<file path="config.mk">
export PLATFORM = sky130hd
export DESIGN_NAME = carrier_loop_filter
export DESIGN_NICKNAME = d
export VERILOG_FILES = /design/src/rtl/loop_filt_pkg.sv /design/src/rtl/lf_gain_scale.sv /design/src/rtl/lf_ctrl.sv /design/src/rtl/lf_datapath.sv /design/src/rtl/carrier_loop_filter.sv
export SDC_FILE = /design/constraint.sdc
export NUM_CORES = 1
export LEC_CHECK = 0
export BUFFER_PORTS_ARGS = -buffer_cell sky130_fd_sc_hd__buf_2
export CORE_UTILIZATION = 44
export CTS_CLUSTER_SIZE = 28
export DETAILED_ROUTE_END_ITERATION = 8
export PLACE_DENSITY = 0.72
export SETUP_SLACK_MARGIN = 0.4
export SLEW_MARGIN = 20
export SYNTH_ARGS = -nofsm -noshare
export SYNTH_HDL_FRONTEND = slang
export SYNTH_SLANG_ARGS = --single-unit
</file>
<file path="constraint.sdc">
create_clock -name clk -period 19 [get_ports clk]
set_input_delay 1.9 -clock clk [delete_from_list [all_inputs] [get_ports clk]]
set_output_delay 1.9 -clock clk [all_outputs]
set_load 0.05 [all_outputs]
</file>
<file path="src/rtl/loop_filt_pkg.sv">
package loop_filt_pkg;

  localparam int GAIN_CODE_W = 5;

  // Per-cycle commands from the control module to the datapath.
  typedef struct packed {
    logic update;    // take a new symbol into output and integrator
    logic clearAcc;  // force integrator to zero
    logic addHalf;   // add half an LSB to the integrator input
    logic useK1;     // proportional term participates
  } lfStrobes_t;

endpackage

</file>
<file path="src/rtl/lf_gain_scale.sv">
module lf_gain_scale #(
  parameter int ERR_W     = 12,
  parameter int OUT_W     = 24,
  parameter int MAX_SHIFT = 21
) (
  input  logic signed [ERR_W-1:0]                    errIn,
  input  logic        [loop_filt_pkg::GAIN_CODE_W-1:0] shift,
  output logic signed [OUT_W-1:0]                    scaled
);

  localparam int WIDE_W = ERR_W + MAX_SHIFT + 1;
  localparam logic signed [WIDE_W-1:0] POS_LIM = WIDE_W'((64'sd1 <<< (OUT_W-1)) - 64'sd1);
  localparam logic signed [WIDE_W-1:0] NEG_LIM = -POS_LIM - WIDE_W'(1);

  logic signed [WIDE_W-1:0] errExt;
  logic signed [WIDE_W-1:0] shifted;

  assign errExt  = {{(WIDE_W-ERR_W){errIn[ERR_W-1]}}, errIn};
  assign shifted = errExt <<< shift;

  always_comb begin
    if (shifted > POS_LIM)      scaled = POS_LIM[OUT_W-1:0];
    else if (shifted < NEG_LIM) scaled = NEG_LIM[OUT_W-1:0];
    else                        scaled = shifted[OUT_W-1:0];
  end

endmodule

</file>
<file path="src/rtl/lf_ctrl.sv">
module lf_ctrl
  import loop_filt_pkg::*;
#(
  parameter int MAX_SHIFT = 21
) (
  input  logic                   symStrobe,
  input  logic                   freeze,
  input  logic                   k1On,
  input  logic                   k2On,
  input  logic                   halfCarry,
  input  logic [GAIN_CODE_W-1:0] k1Gain,
  input  logic [GAIN_CODE_W-1:0] k2Gain,
  output lfStrobes_t             strb,
  output logic [GAIN_CODE_W-1:0] k1Shift,
  output logic [GAIN_CODE_W-1:0] k2Shift
);

  localparam logic [GAIN_CODE_W-1:0] SHIFT_CAP = GAIN_CODE_W'(MAX_SHIFT);

  function automatic logic [GAIN_CODE_W-1:0] capShift(input logic [GAIN_CODE_W-1:0] code);
    return (code > SHIFT_CAP) ? SHIFT_CAP : code;
  endfunction

  always_comb begin
    strb.update   = symStrobe && !freeze;
    strb.clearAcc = !k2On;
    strb.addHalf  = halfCarry;
    strb.useK1    = k1On;
    k1Shift       = capShift(k1Gain);
    k2Shift       = capShift(k2Gain);
  end

endmodule

</file>
<file path="src/rtl/lf_datapath.sv">
module lf_datapath
  import loop_filt_pkg::*;
#(
  parameter int ERR_W     = 12,
  parameter int OUT_W     = 24,
  parameter int MAX_SHIFT = 21
) (
  input  logic                    clk,
  input  logic                    rstN,
  input  lfStrobes_t              strb,
  input  logic signed [ERR_W-1:0] errIn,
  input  logic [GAIN_CODE_W-1:0]  k1Shift,
  input  logic [GAIN_CODE_W-1:0]  k2Shift,
  output logic signed [OUT_W-1:0] freqOut
);

  localparam int ACC_W = OUT_W + 1;   // one fractional bit
  localparam int SUM_W = ACC_W + 2;
  localparam int OSUM_W = OUT_W + 1;
  localparam logic signed [SUM_W-1:0]  ACC_POS = SUM_W'((64'sd1 <<< (ACC_W-1)) - 64'sd1);
  localparam logic signed [SUM_W-1:0]  ACC_NEG = -ACC_POS - SUM_W'(1);
  localparam logic signed [OSUM_W-1:0] OUT_POS = OSUM_W'((64'sd1 <<< (OUT_W-1)) - 64'sd1);
  localparam logic signed [OSUM_W-1:0] OUT_NEG = -OUT_POS - OSUM_W'(1);

  logic [GAIN_CODE_W-1:0]  shiftArr  [2];
  logic signed [OUT_W-1:0] scaledArr [2];

  assign shiftArr[0] = k1Shift;
  assign shiftArr[1] = k2Shift;

  for (genvar p = 0; p < 2; p++) begin : g_path
    lf_gain_scale #(
      .ERR_W    (ERR_W),
      .OUT_W    (OUT_W),
      .MAX_SHIFT(MAX_SHIFT)
    ) i_scale (
      .errIn (errIn),
      .shift (shiftArr[p]),
      .scaled(scaledArr[p])
    );
  end

  logic signed [OUT_W-1:0]  k1Term;
  logic signed [OUT_W-1:0]  k2In;
  logic signed [ACC_W-1:0]  acc;
  logic signed [SUM_W-1:0]  accExt, incExt, carryExt, accSum;
  logic signed [ACC_W-1:0]  accNext, accSel;
  logic signed [OUT_W-1:0]  accInt;
  logic signed [OSUM_W-1:0] outSum;
  logic signed [OUT_W-1:0]  outNext;

  always_comb begin
    k1Term   = strb.useK1 ? scaledArr[0] : '0;
    k2In     = scaledArr[1];
    accExt   = {{2{acc[ACC_W-1]}}, acc};
    incExt   = {{2{k2In[OUT_W-1]}}, k2In, 1'b0};
    carryExt = {{(SUM_W-1){1'b0}}, strb.addHalf};
    accSum   = accExt + incExt + carryExt;
    if (accSum > ACC_POS)      accNext = ACC_POS[ACC_W-1:0];
    else if (accSum < ACC_NEG) accNext = ACC_NEG[ACC_W-1:0];
    else                       accNext = accSum[ACC_W-1:0];
    accSel = strb.clearAcc ? '0 : accNext;
    accInt = accSel[ACC_W-1:1];
    outSum = {k1Term[OUT_W-1], k1Term} + {accInt[OUT_W-1], accInt};
    if (outSum > OUT_POS)      outNext = OUT_POS[OUT_W-1:0];
    else if (outSum < OUT_NEG) outNext = OUT_NEG[OUT_W-1:0];
    else                       outNext = outSum[OUT_W-1:0];
  end

  always_ff @(posedge clk or negedge rstN) begin
    if (!rstN)              acc <= '0;
    else if (strb.clearAcc) acc <= '0;
    else if (strb.update)   acc <= accNext;
  end

  always_ff @(posedge clk or negedge rstN) begin
    if (!rstN)            freqOut <= '0;
    else if (strb.update) freqOut <= outNext;
  end

  AST_HOLD_NO_STROBE: assert property (@(posedge clk) disable iff (!rstN)
    !strb.update |=> $stable(freqOut));

  AST_ACC_CLEARED: assert property (@(posedge clk) disable iff (!rstN)
    strb.clearAcc |=> (acc == '0));

  AST_ACC_NO_WRAP: assert property (@(posedge clk) disable iff (!rstN)
    (strb.update && !strb.clearAcc && !k2In[OUT_W-1]) |=> (acc >= $past(acc)));

endmodule

</file>
<file path="src/rtl/carrier_loop_filter.sv">
module carrier_loop_filter
  import loop_filt_pkg::*;
#(
  parameter int ERR_W     = 12,
  parameter int OUT_W     = 24,
  parameter int MAX_SHIFT = 21
) (
  input  logic                    clk,
  input  logic                    rstN,
  input  logic                    symStrobe,
  input  logic signed [ERR_W-1:0] errIn,
  input  logic [4:0]              k1Gain,
  input  logic                    k1On,
  input  logic [4:0]              k2Gain,
  input  logic                    k2On,
  input  logic                    halfCarry,
  input  logic                    freeze,
  output logic signed [OUT_W-1:0] freqOut
);

  lfStrobes_t             strb;
  logic [GAIN_CODE_W-1:0] k1Shift, k2Shift;

  lf_ctrl #(.MAX_SHIFT(MAX_SHIFT)) i_ctrl (
    .symStrobe(symStrobe),
    .freeze   (freeze),
    .k1On     (k1On),
    .k2On     (k2On),
    .halfCarry(halfCarry),
    .k1Gain   (k1Gain),
    .k2Gain   (k2Gain),
    .strb     (strb),
    .k1Shift  (k1Shift),
    .k2Shift  (k2Shift)
  );

  lf_datapath #(
    .ERR_W    (ERR_W),
    .OUT_W    (OUT_W),
    .MAX_SHIFT(MAX_SHIFT)
  ) i_datapath (
    .clk    (clk),
    .rstN   (rstN),
    .strb   (strb),
    .errIn  (errIn),
    .k1Shift(k1Shift),
    .k2Shift(k2Shift),
    .freqOut(freqOut)
  );

  AST_FREEZE_HOLDS: assert property (@(posedge clk) disable iff (!rstN)
    freeze |=> $stable(freqOut));

  AST_K1_OFF_ZERO: assert property (@(posedge clk) disable iff (!rstN)
    (symStrobe && !freeze && !k1On && !k2On) |=> (freqOut == '0));

  AST_NO_SIGN_FLIP: assert property (@(posedge clk) disable iff (!rstN)
    (symStrobe && !freeze && k1On && !k2On && !errIn[ERR_W-1]) |=> !freqOut[OUT_W-1]);

endmodule

</file>
Word level (Yosys, flattened, before mapping):

Cells that the tools add are included.

* $lt $le $gt $ge: 10
* reduce and logical (&&, ||, !) cells: 2
* add/sub/neg operators: 3
* equal/unequal tests: 1
* mux-type cells: 14
* shift operators: 2

Operator list (number)
* $mux 24: 7
* $mux 25: 5
* $gt 34x24->1 const B: 2
* $lt 34x24->1 const B: 2
* $sshl 12x5->34: 2
* $add 27x2->27: 1
* $gt 27x25->1 const B: 1
* $lt 27x25->1 const B: 1
* $add 25x25->26: 1
* $add 24x24->25: 1
* $gt 25x24->1 const B: 1
* $lt 25x24->1 const B: 1
* $gt 5x5->1 const B: 2
* $mux 5: 2
* $ne 2x1->1 const B: 1
* $logic_and 1x1->1: 1
* $logic_not 1->1: 1

* register bits after elaboration: 49
* output and inout bits: 24
* input bits: 29

Logic depth before layout (Yosys ltp):

Gate-level depths: netlist of the first run.

* depth after elaboration: 16
* depth in mapped cells: 43

Cells and area by module:

Synthesis of the first run repeated with hierarchy kept, for this count alone.

* cell total of the unflattened synthesis: 1005
* area, all modules: 7952.6 µm²

By module, submodules not included
* lf_datapath: area each 5129.9 µm², cells an instance 621, times used 1
* lf_gain_scale: area each 1352.5 µm², cells an instance 182, times used 2
* lf_ctrl: area each 117.6 µm², cells an instance 20, times used 1

Worst setup path after synthesis of the first run:

OpenSTA, ideal clock, no wires.

* path kind: input-to-reg
* from: input port k2Gain[4]
* to: register i_datapath.freqOut[11]
* data arrival time: 10.014 ns
* required time: 18.917 ns
* setup time: 0.083 ns
* setup slack: 8.904 ns
* path buffers: 6
* stages: 42
* cell sequence: buf_2 -> o21ai_1 -> and2_1 -> buf_2 -> buf_2 -> mux4_2 -> mux2i_1 -> nand4_1 -> nor3_1 -> a21boi_0 -> o21ai_1 -> clkbuf_1 -> nand2_1 -> ha_1 -> fa_1 -> a211o_1 -> a21o_1 -> o211a_1 -> [6 not listed] -> clkbuf_1 -> nor2_1 -> nor2_1 -> ha_1 -> inv_1 -> fa_1 -> nor2b_1 -> o21ai_0 -> a21boi_0 -> o2111ai_1 -> a21oi_1 -> o2111ai_1 -> a31oi_1 -> o21ai_0 -> nor2_1 -> clkbuf_1 -> nor2_1 -> o21ai_0

* cells in the longest elaborated chain, start to end: 16
* elaborated cells between the ends (all ways): 19
* classes of those cells: add/sub: 3; order compare: 7; shift: 1; mux: 8

RTL lines
* from (decl): RTL line carrier_loop_filter.sv:14 `input logic [4:0] k2Gain,`
* $gt 5x5->1: RTL line lf_ctrl.sv:21 `return (code > SHIFT_CAP) ? SHIFT_CAP : code;`
* $mux 5 (*): RTL line lf_ctrl.sv:21
* $sshl 12x5->34 (*): RTL line lf_gain_scale.sv:19 `assign shifted = errExt <<< shift;`
* $lt 34x24->1: RTL line lf_gain_scale.sv:23 `else if (shifted < NEG_LIM) scaled = NEG_LIM[OUT_W-1:0];`
* $mux 24: RTL line lf_gain_scale.sv:23
* $mux 24 (*): RTL line lf_gain_scale.sv:22 `if (shifted > POS_LIM) scaled = POS_LIM[OUT_W-1:0];`
* $add 25x25->26 (*): RTL line lf_datapath.sv:58 `accSum = accExt + incExt + carryExt;`
* $add 27x2->27 (*): RTL line lf_datapath.sv:58
* $lt 27x25->1: RTL line lf_datapath.sv:60 `else if (accSum < ACC_NEG) accNext = ACC_NEG[ACC_W-1:0];`
* $mux 25: RTL line lf_datapath.sv:60
* $mux 25 (*): RTL line lf_datapath.sv:59 `if (accSum > ACC_POS) accNext = ACC_POS[ACC_W-1:0];`
* $mux 25 (*): RTL line lf_datapath.sv:62 `accSel = strb.clearAcc ? '0 : accNext;`
* named net i_datapath.accSel[1]: RTL line lf_datapath.sv:47 `logic signed [ACC_W-1:0] accNext, accSel;`
* $add 24x24->25 (*): RTL line lf_datapath.sv:64 `outSum = {k1Term[OUT_W-1], k1Term} + {accInt[OUT_W-1], accInt};`
* $lt 25x24->1: RTL line lf_datapath.sv:66 `else if (outSum < OUT_NEG) outNext = OUT_NEG[OUT_W-1:0];`
* $mux 24: RTL line lf_datapath.sv:66
* $mux 24 (*): RTL line lf_datapath.sv:65 `if (outSum > OUT_POS) outNext = OUT_POS[OUT_W-1:0];`
* to (signal assigned): RTL line lf_datapath.sv:78 `else if (strb.update) freqOut <= outNext;`
* to (decl): RTL line lf_datapath.sv:14 `output logic signed [OUT_W-1:0] freqOut`

Mark *: on every way through the listed nets, which the timed path passes. The rest lies on a longest branch.
A chain may end at the register's enable or synchronous reset.

Final worst setup path of the first run:

* from: input port k2Gain[3]
* to: register i_datapath.freqOut[16]

Same word-level chain as after synthesis.

==> results.yml, run 1 <==
status:
  status: "finished, final reports clean"
yosys:
  seq_area_frac_synth_pct: 15.9
  yosys_warnings: 0
  synth_top_area_share_pct: 15.9
  synth_flop_cell: "dfrtp_1"
  syn_nets: 1107
  yosysMostFrequentCell: "nand2_1"
  yosys-top-cells-count: "100 x nand2_1, 96 x nor2_1, 92 x o21ai_0"
  synthCells: 1023
  synth-async-reset-ratio_pct: 100
  synth_area_um2: 7710
  synth.area.top_cells: "dfrtp_1 16%, ha_1 8.6%, o21ai_0 6.0%"
  ys_ff_latch: 49
  avgSynthCellArea_um2: 7.54
  yosysTopAreaCell: "dfrtp_1"
  ys_types: 87
  synth_edf_count: 0
setup_path:
  cp.required_ns: 19.16
  slowest_stage: "xnor2_1"
  cpPeakStageDelay_ns: 0.78
  path_max_fanout: 31
  end_kind: "flop"
  crit_type: "in -> reg"
  arrival_ns: 12.28
  start_kind: "primary input"
  reg2reg_depth: 25
global_routing:
  grt_first_pass_wirelength_um: 35400
  grt_max_degree: 50
  grt_overflow: 0
  grt_use_total_pct: 24.4
  antenna_found_initial: 0
  grt_pass1_vias: 6800
die:
  die_y_um: 134
  core_um2: 17200
  fp-row-count: 48
  die-area_um2: 18100
  start_util_pct: 44.9
  ios: 53
  die-width_um: 134
sta:
  slew_headroom_pct: 33.6
  min_period_over_period_pct: 63.7
  skew_ns: 0.00377
  worst_pin_slew_ns: 0.993
  setup_viol: 0
  hold_viol_final: 0
  period_needed_ns: 12.11
  final.setup.tns_ns: 0
  grt_setup_unrepaired: "no"
  clock.fmax_ghz: 0.0826
  slew_viol_final: 0
  holdWs_ns: 0.476
  layout_setup_ws_ns: 6.89
cts:
  cts_tree: "built"
  clk-insertion-delay-late_ns: 0.29
  cts_htree_levels: 2
  cts_sinks: 49
  cts.path.max_buffers: 2
  cts_setup_buffers: 0
  hold_buffers: 0
  clk_pin_slew_ns: 0.07
  ctsRootBufferMaster: "clkbuf_16"
  cts_resized: 0
  cts_made_buffers: 5
cells_and_area:
  final_cell_area_um2: 8140
  drive_above_1_share_pct: 11.6
  n_fill_cell: 1785
  area_delta_synth_final_pct: 5.58
  insertedDiodeCount: 0
  layout.nets: 1103
placed_design:
  dpl-instance-area_um2: 7990
  portBuffers: 52
  gp_congestion: 0.938
  place_ws_ns: 6.45
  place.detailed.hpwl_um: 17300
worst_hold_path:
  hp-class: "reg -> reg"
  holdPathStages: 2
routing:
  vias: 7722
  firstDrtPassIters: 6
  drt_iter0_drc: 825
  via_per_inst: 6.20
  ant_nets: 0
  drc: 0
  avgRoutedWirePerCell_um: 17.8
  wl_um: 22100
power_and_ir_drop:
  max-vdd-ir-drop_mv: 0.0621
  p_per_area_nw_per_um2: 125
  power_leakage_nw: 3.62
flow_run:
  drv_cap: 0
## flip-flops by register name, indices dropped and copies added (netlist names)
signal,flops
i_datapath.acc,25
i_datapath.freqOut,24
## final timing paths
path	end	slack, ns	start
max	i_datapath.freqOut[16]	6.89	k2Gain[3]
min	i_datapath.freqOut[13]	0.48	i_datapath.freqOut[13]
max reg2reg	i_datapath.freqOut[16]	11.34	i_datapath.acc[1]
min reg2reg	i_datapath.freqOut[13]	0.48	i_datapath.freqOut[13]
max in group asynchronous	i_datapath.acc[2]	16.87	rstN
min in group asynchronous	i_datapath.freqOut[14]	1.70	rstN
## routing by layer
layer	track usage (%)	vias up	part of all wire, %
li1	-	3775	-
met1	35.4	3626	46
met2	38.3	290	45
met3	2.65	31	6.8
met4	5.99	0	1.9
met5	0	-	0
## critical path, delay by kind of cell
kind / cells / cell delay (ns)
AO/OA/AOI/OAI: 18 / 4.31
AND/OR/NAND/NOR: 8 / 3.12
XOR/XNOR: 2 / 0.96
buffers and inverters: 1 / 0.25
adder cells (fa/ha/maj): 2 / 0.81
multiplexers: 2 / 0.91
## per-stage QoR
| step | std cells | power [W] | utilization (%) |
|---|---|---|---|
| 6_report | 1245 | 0.00102 | 47.4 |
| 5_1_grt | 1245 | 0.00109 | 47.4 |
| 4_1_cts | 1245 | 0.00101 | 47.4 |
| 3_5_place_dp | 1237 | 0.000913 | 46.5 |
| 3_3_place_gp | 1237 | 0.000907 | 46.5 |
| 2_1_floorplan | 1023 | 0.000745 | - |
## cell usage in the layout, fill, tap and decap left out, types with 26 or more instances in the layout
cell type,synthesis,routed
o21ai_0,92,92
nor2b_1,32,32
buf_2,14,52
o21a_1,39,39
xor2_1,26,26
a21oi_1,80,80
dfrtp_1,49,49
xnor2_1,28,28
nor3_1,26,26
ha_1,53,53
mux2i_1,28,28
nor2_1,96,96
nand2_1,100,100
## where the power goes
group	internal (W)	switching, W	leakage [nW]	total (W)
sequential	0.000140	0.0000231	0.637	0.000163
clock	0.0000492	0.0000427	0.0702	0.0000919
combinational	0.000273	0.000492	2.91	0.000765
## cells by family after synthesis
group / count (synthesis) / share of synthesized area, %
flops: 49 / 15.9
mux: 48 / 8.65
compound gates: 371 / 32.0
fa+ha+maj: 63 / 10.2
xor+xnor: 54 / 6.14
buf+inv: 88 / 4.85
simple gates: 350 / 22.3
## cell type report
class                      instances  area [um^2]  area share, %
timing repair buffer              57          298           3.66
clock inverter                     3         21.3          0.261
multi-input combinational        886         6110           75.1
inverter                          20         75.1          0.922
tap                              225          282           3.46
sequential                        49         1230           15.1
clock buffer                       5          125           1.54
Note: power is estimated with default switching activity, not from simulation.
==> inputs of run 2 (changes only) <==
- PLACE_DENSITY: 0.72 -> 0.74
- clock period: 19 -> 9.9 ns (I/O delays scaled with it)
==> results.yml, run 2 (synthesis results as in run 1) <==
setup_path:
  end_kind: "flop"
  rr_endpoint: "i_datapath.freqOut[16]"
  start_kind: "primary input"
  cpPeakStageDelay_ns: 0.42
  path_max_fanout: 28
  slowest_stage: "fa_1"
  crit_start: "k2Gain[3]"
  crit_top_cell: "buf_4"
  r2r_slack_ns: 3.38
  critPathCapture: "i_datapath.freqOut[16]"
  crit_type: "in -> reg"
  reg2reg_from: "i_datapath.acc[1]"
  reg2reg_depth: 29
  cp.required_ns: 10.07
  arrival_ns: 9.30
power_and_ir_drop:
  power_leakage_nw: 3.82
  p_per_area_nw_per_um2: 242
  max-vdd-ir-drop_mv: 0.141
  p_total_w: 0.00207
worst_hold_path:
  min_from: "i_datapath.freqOut[22]"
  hp-class: "reg -> reg"
die:
  ios: 53
  die_y_um: 134
  fp-row-count: 48
  start_util_pct: 44.9
  die-width_um: 134
  die-area_um2: 18100
  core_um2: 17200
sta:
  grt_setup_unrepaired: "no"
  layout_setup_ws_ns: 0.776
  worst_pin_slew_ns: 0.977
  clock.fmax_ghz: 0.110
  min_period_over_period_pct: 92.2
  slew_viol_final: 0
  holdWs_ns: 0.471
  period_needed_ns: 9.12
  setup_viol: 0
  hold_viol_final: 0
  slew_headroom_pct: 34.6
  skew_ns: 0.00327
placed_design:
  place_ws_ns: -0.0531
  portBuffers: 52
  dp_cells: 1252
  place.detailed.hpwl_um: 17600
  gp_congestion: 1.00
cts:
  cts_made_buffers: 5
  clk-insertion-delay-late_ns: 0.29
  cts_tree: "built"
  cts_htree_levels: 2
  cts.path.max_buffers: 2
  ctsRootBufferMaster: "clkbuf_16"
  cts_sinks: 49
  clk_pin_slew_ns: 0.07
routing:
  firstDrtPassIters: 5
  vias: 7961
  avgRoutedWirePerCell_um: 18.0
  via_per_inst: 6.25
  wl_um: 23000
  ant_nets: 0
  drt_iter0_drc: 729
  drc: 0
status:
  status: "finished, final reports clean"
cells_and_area:
  largest_register_ffs: 25
  reg_top3: "i_datapath.acc x25, i_datapath.freqOut x24"
  final_common_cell: "nand2_1"
  most-common-layout-cells: "99 x nand2_1, 95 x nor2_1, 90 x o21ai_0"
  area_delta_synth_final_pct: 10.9
  largest_register: "i_datapath.acc"
  layout.nets: 1132
  insertedDiodeCount: 0
  seqCellArea_um2: 1230
  fin_cells: 1274
  n_fill_cell: 1679
  drive_above_1_share_pct: 16.2
  multi_input_area_um2: 6270
global_routing:
  antenna_found_initial: 0
  grt_max_degree: 50
  grt_pass1_vias: 7002
  grt_first_pass_wirelength_um: 36200
  grt_overflow: 0
  grt_use_total_pct: 24.8
flow_run:
  drv_cap: 0
[run 2: worst min path at each step]
stage / endpoint / slack [ns] / depth (start not counted)
2_1_floorplan: i_datapath.acc[17] / 0.46 / 2
3_3_place_gp: i_datapath.freqOut[1] / 0.46 / 2
3_5_place_dp: i_datapath.freqOut[22] / 0.46 / 2
4_1_cts: i_datapath.freqOut[22] / 0.48 / 2
5_1_grt: i_datapath.freqOut[15] / 0.50 / 2
6_report: i_datapath.freqOut[22] / 0.47 / 2
[run 2: layout make-up]
cell class / count / share of cell area [%]
inverter: 20 / 0.878
clock buffer: 7 / 1.79
multi-input combinational: 886 / 73.3
timing repair buffer: 86 / 6.37
clock inverter: 1 / 0.0585
tap: 225 / 3.29
sequential: 49 / 14.3
[run 2: stage by stage]
stage          TNS [ns]  cell area [um^2]  util [%]
2_1_floorplan         0              7710         -
3_3_place_gp          0              8100      47.2
6_report              0              8550      49.8
5_1_grt               0              8550      49.8
4_1_cts               0              8270      48.1
3_5_place_dp     -0.189              8100      47.2
[run 2: per-layer routing]
metal	wire (um)	track usage [%]	up-vias	share of wire [%]
li1	-	-	3826	-
met1	10400	35.9	3759	45
met2	10600	39.6	337	46
met3	1590	2.46	39	6.9
met4	411	5.93	0	1.8
met5	0	0	-	0
[run 2: repair_timing]
action	in CTS	in global routing
resized for setup	3	34
hold buffers	0	0
buffers inserted	0	14
pin swaps	0	13
hold endpoints to repair	0	0
endpoints found under the setup margin	17	24
[run 2: worst max-delay path, delay by kind of cell]
family | cells | cell delay (ns)
muxes | 2 | 0.52
buffers and inverters | 7 | 1.30
and+or+nand+nor | 9 | 1.29
adders and majority gates | 3 | 1.01
AOI/OAI and AO/OA | 21 | 4.19
[run 2: report_power, final]
part / switching (W) / internal (W) / total (W)
sequential: 0.0000463 / 0.000269 / 0.000315
clock: 0.0000788 / 0.000107 / 0.000186
combinational: 0.000984 / 0.000585 / 0.00157
total: 0.00111 / 0.000961 / 0.00207
